`src/rtl/addsub_pkg.sv`:
```
package addsub_pkg;
    typedef enum logic {
        FMT_TWOS = 1'b0,
        FMT_ONES = 1'b1
    } num_fmt_e;

    typedef enum logic {
        OP_ADD = 1'b0,
        OP_SUB = 1'b1
    } arith_op_e;
endpackage

```
`src/rtl/addsub_invert.sv`:
```
module addsub_invert #(
    parameter int W = 4
) (
    input  logic [W-1:0] din,
    input  logic         inv,
    output logic [W-1:0] dout
);
    for (genvar i = 0; i < W; i++) begin : g_bit
        assign dout[i] = din[i] ^ inv;
    end
endmodule

```
`src/rtl/addsub_pg_adder.sv`:
```
module addsub_pg_adder #(
    parameter int W = 4
) (
    input  logic [W-1:0] a,
    input  logic [W-1:0] b,
    input  logic         cin,
    output logic [W-1:0] sum,
    output logic         cout
);
    logic [W-1:0] gen;
    logic [W-1:0] prop;
    logic [W:0]   cy;

    for (genvar i = 0; i < W; i++) begin : g_pg
        assign gen[i]  = a[i] & b[i];
        assign prop[i] = a[i] ^ b[i];
    end

    assign cy[0] = cin;
    for (genvar i = 0; i < W; i++) begin : g_carry
        assign cy[i+1] = gen[i] | (prop[i] & cy[i]);
    end

    assign sum  = prop ^ cy[W-1:0];
    assign cout = cy[W];
endmodule

```
`src/rtl/addsub_ovf_unit.sv`:
```
module addsub_ovf_unit #(
    parameter int W = 4
) (
    input  logic         sign_a,
    input  logic         sign_b,
    input  logic [W-1:0] res,
    output logic         ovf
);
    logic same_sign;
    assign same_sign = ~(sign_a ^ sign_b);
    assign ovf       = same_sign & (res[W-1] ^ sign_a);
endmodule

```
`src/rtl/addsub_core.sv`:
```
module addsub_core
    import addsub_pkg::*;
#(
    parameter int W = 4
) (
    input  logic [W-1:0] opnd_x,
    input  logic [W-1:0] opnd_y,
    input  logic         do_sub,
    input  logic         ones_mode,
    output logic [W-1:0] result,
    output logic         carry_out,
    output logic         overflow
);
    localparam logic [W-1:0] ZERO_W = '0;

    num_fmt_e     fmt;
    arith_op_e    op;
    logic [W-1:0] y_eff;
    logic [W-1:0] first_sum;
    logic         first_cy;
    logic         first_cin;
    logic         wrap_cin;
    logic [W-1:0] wrap_sum;
    logic         wrap_cy;

    assign fmt = num_fmt_e'(ones_mode);
    assign op  = arith_op_e'(do_sub);

    addsub_invert #(.W(W)) u_inv (
        .din  (opnd_y),
        .inv  (op == OP_SUB),
        .dout (y_eff)
    );

    always_comb begin
        unique case (fmt)
            FMT_TWOS: first_cin = (op == OP_SUB);
            FMT_ONES: first_cin = 1'b0;
            default:  first_cin = 1'b0;
        endcase
    end

    addsub_pg_adder #(.W(W)) u_first (
        .a    (opnd_x),
        .b    (y_eff),
        .cin  (first_cin),
        .sum  (first_sum),
        .cout (first_cy)
    );

    assign wrap_cin = (fmt == FMT_ONES) & first_cy;

    addsub_pg_adder #(.W(W)) u_wrap (
        .a    (first_sum),
        .b    (ZERO_W),
        .cin  (wrap_cin),
        .sum  (wrap_sum),
        .cout (wrap_cy)
    );

    assign result    = wrap_sum;
    assign carry_out = first_cy;

    addsub_ovf_unit #(.W(W)) u_ovf (
        .sign_a (opnd_x[W-1]),
        .sign_b (y_eff[W-1]),
        .res    (wrap_sum),
        .ovf    (overflow)
    );

    logic unused_ok;
    assign unused_ok = wrap_cy;
endmodule

```
`config.mk`:
```
export PLATFORM = sky130hd
export DESIGN_NAME = addsub_core
export DESIGN_NICKNAME = d
export VERILOG_FILES = /design/src/rtl/addsub_pkg.sv /design/src/rtl/addsub_invert.sv /design/src/rtl/addsub_pg_adder.sv /design/src/rtl/addsub_ovf_unit.sv /design/src/rtl/addsub_core.sv
export SDC_FILE = /design/constraint.sdc
export NUM_CORES = 1
export LEC_CHECK = 0
export BUFFER_PORTS_ARGS = -buffer_cell sky130_fd_sc_hd__buf_2
export CORE_AREA = 3 3 40 42
export DETAILED_ROUTE_END_ITERATION = 10
export DIE_AREA = 0 0 43 45
export SLEW_MARGIN = 10
export SYNTH_ARGS = -nofsm -noshare
export SYNTH_HDL_FRONTEND = slang
export SYNTH_SLANG_ARGS = --single-unit
export TNS_END_PERCENT = 20
```
`constraint.sdc`:
```
create_clock -name vclk -period 11.6
set_input_delay 2.32 -clock vclk [all_inputs]
set_output_delay 2.32 -clock vclk [all_outputs]
set_load 0.01 [all_outputs]
```
==> qor.txt <==
Status = completed
Internal power = 0.0000127 W
Critical path class = in -> out
Commonest non-fill, non-tap cell in the layout = buf_2
Routed WL = 401 um
Crit path top cell by count = fa_1
Clock share of power = 0
Syn avg cell area = 9.62 sq um
Slew Viols, Final = 0
Tightest Pin Transition = 0.238 ns
Die Ht = 45 um
RSZ-0062 raised after global routing = false
Sequential Area = 0 sq um
Switching pwr = 0.0000131 W
Final Cycle Share = 0.653
Crit start category = input port
Critical-path cell list = buf_2 > xnor2_1 > fa_1 > inv_1 > fa_1 > inv_1 > fa_1 > inv_1 > fa_1 > and2_1 > ha_1 > ha_1 > ha_1 > xor2_2 > mux2_4 > buf_2
Io pins = 16
Vias in the first global route = 172
Core ar. = 1280 sq um
Cells after synthesis = 26
Setup ws final = 4.02 ns
Top area cells in the synthesized netlist = fa_1 (32%), ha_1 (20%), inv_1 (11%)
Initial Utilization = 0.195
Reg power frac = 0
Largest net degree at the start of global routing = 6
# DRC = 0
Final-layout clock buffer total = 0
Via count = 201
Die area = 1940 sq um
Post-Synth Simple-Gate Area = 0.0900
DRT met1 WL = 149 um
P per Cell Area = 75.0 nW/um^2
DR vias/cell = 3.59
Initial antenna violation count = 0
Pre-CTS WS = 3.98 ns
Critical path required time = 9.28 ns
Delay of the slowest critical-path stage = 0.37 ns
Crit path arrival time = 5.26 ns
Portion of netlist area occupied by mux cells = 0.0600
Top cell type's share of synthesized area = 0.320
Fraction of layout cells with a size suffix above 1 = 0.439
Yosys top cell by area = fa_1
CP top delay family = adder cells
VDD IR max = 0.0287 mV
Final sequential cell count = 0
Setup tns final = 0 ns
Synthesized area = 250 sq um
Hold-fix buffers, CTS = 0
Fin crit period = 7.58 ns
Synth unique cells = 12
Crit path from = do_sub
Crit-path max FO = 5
Cts repair resizes = 0
CP max stage cell = fa_1
Logic pwr share = 1.000
Rel. slew slack = 0.841
Syn Nets = 44
IO buf count = 16
Drt initial violations = 2
Compound-gate portion of the synthesized area = 0
N_diodes = 0
Total chip power = 0.0000258 W
Hold crit path type = in -> out
Overflow after GRT = 0
Std-Cell Rows = 13
Detailed Place HPWL = 404 um
Combinational family with the most area after synthesis = adder cells
DRT Pass-1 Iters = 2
Postcts setup bufs = 0
Commonest non-fill, non-tap cells in the layout = buf_2 (16), inv_1 (7), fa_1 (4), ha_1 (4)
Met3 routed WL = 65 um
XOR/XNOR Fraction of Synth Area = 0.205
Leak Pwr = 0.201 nW
Adder-cell area share of the yosys netlist = 0.520
F_max = 0.132 GHz
Net count reported at finish = 61
Area delta synth->final = 37.5%
GR Util All Layers = 0.0451
WL/cell = 7.16 um
Met2 wire len = 187 um
WP buf/inv = 5
Total of max-cap violations = 0
Global-route wire length before repair = 690 um
Remaining antenna violation count = 0
Number of setup violations in the final report = 0
Die W = 43 um
Net Sw Frac = 0.509
Top sig layer = met3
Final hold vios = 0
GPL Wtd Cong = 0.637
Synth Warn # = 0
Hold_sp = ones_mode
CP Capture Type = output pin
Register area share after synthesis = 0
-- final timing paths --
check / depth (start not counted) / slack, ns / end
hold / removal: 4 / 5.05 / result[0]
setup / recovery: 16 / 4.02 / overflow
-- cell type report --
cell class / count / area, sq um
multi-input cells: 18 / 219
fillers: 142 / 941
well taps: 15 / 18.8
inverters: 7 / 26.3
repair buffers: 16 / 80.1
-- cells in the mapped netlist (all sizes together) --
cell,count
inv,7
fa,4
ha,4
xor2,3
xnor2,2
and2,1
buf,1
mux2,1
nand2b,1
nor2,1
nor2b,1
-- tightest hold or removal path: stages --
cell    delay (ns)
buf_2         0.08
and2_1        0.11
ha_1          0.11
buf_2         0.12
-- through the flow --
step	utilization	hold slack (ns)	cell area (sq um)	instances
finish	0.268	5.05	344	56
floorplan	-	4.85	250	26
global route	0.268	5.09	344	56
global placement	0.268	5.07	344	56
detailed placement	0.268	5.06	344	56
CTS	0.268	5.06	344	56
-- logic make-up (layout without fill, tap and decap cells) --
kind of cell               Yosys count  after routing
buffers and inverters                8             23
adders and majority gates            8              8
and+or+nand+nor                      4              4
xor gates and xnor gates             5              5
muxes                                1              1
-- power by group through the flow --
stage	clock network (W)	logic [W]	registers (W)
after floorplan	0	0.0000183	0
after global placement	0	0.0000264	0
after detailed placement	0	0.0000266	0
after CTS	0	0.0000267	0
after global routing	0	0.0000299	0
final	0	0.0000258	0
-- per-layer routing --
metal  track usage  up-vias
met5             0        -
met4             0        0
met3        0.0159        0
met2        0.0898       11
met1        0.0485       86
li1              -      104
Power figures use the tool's default switching activity.
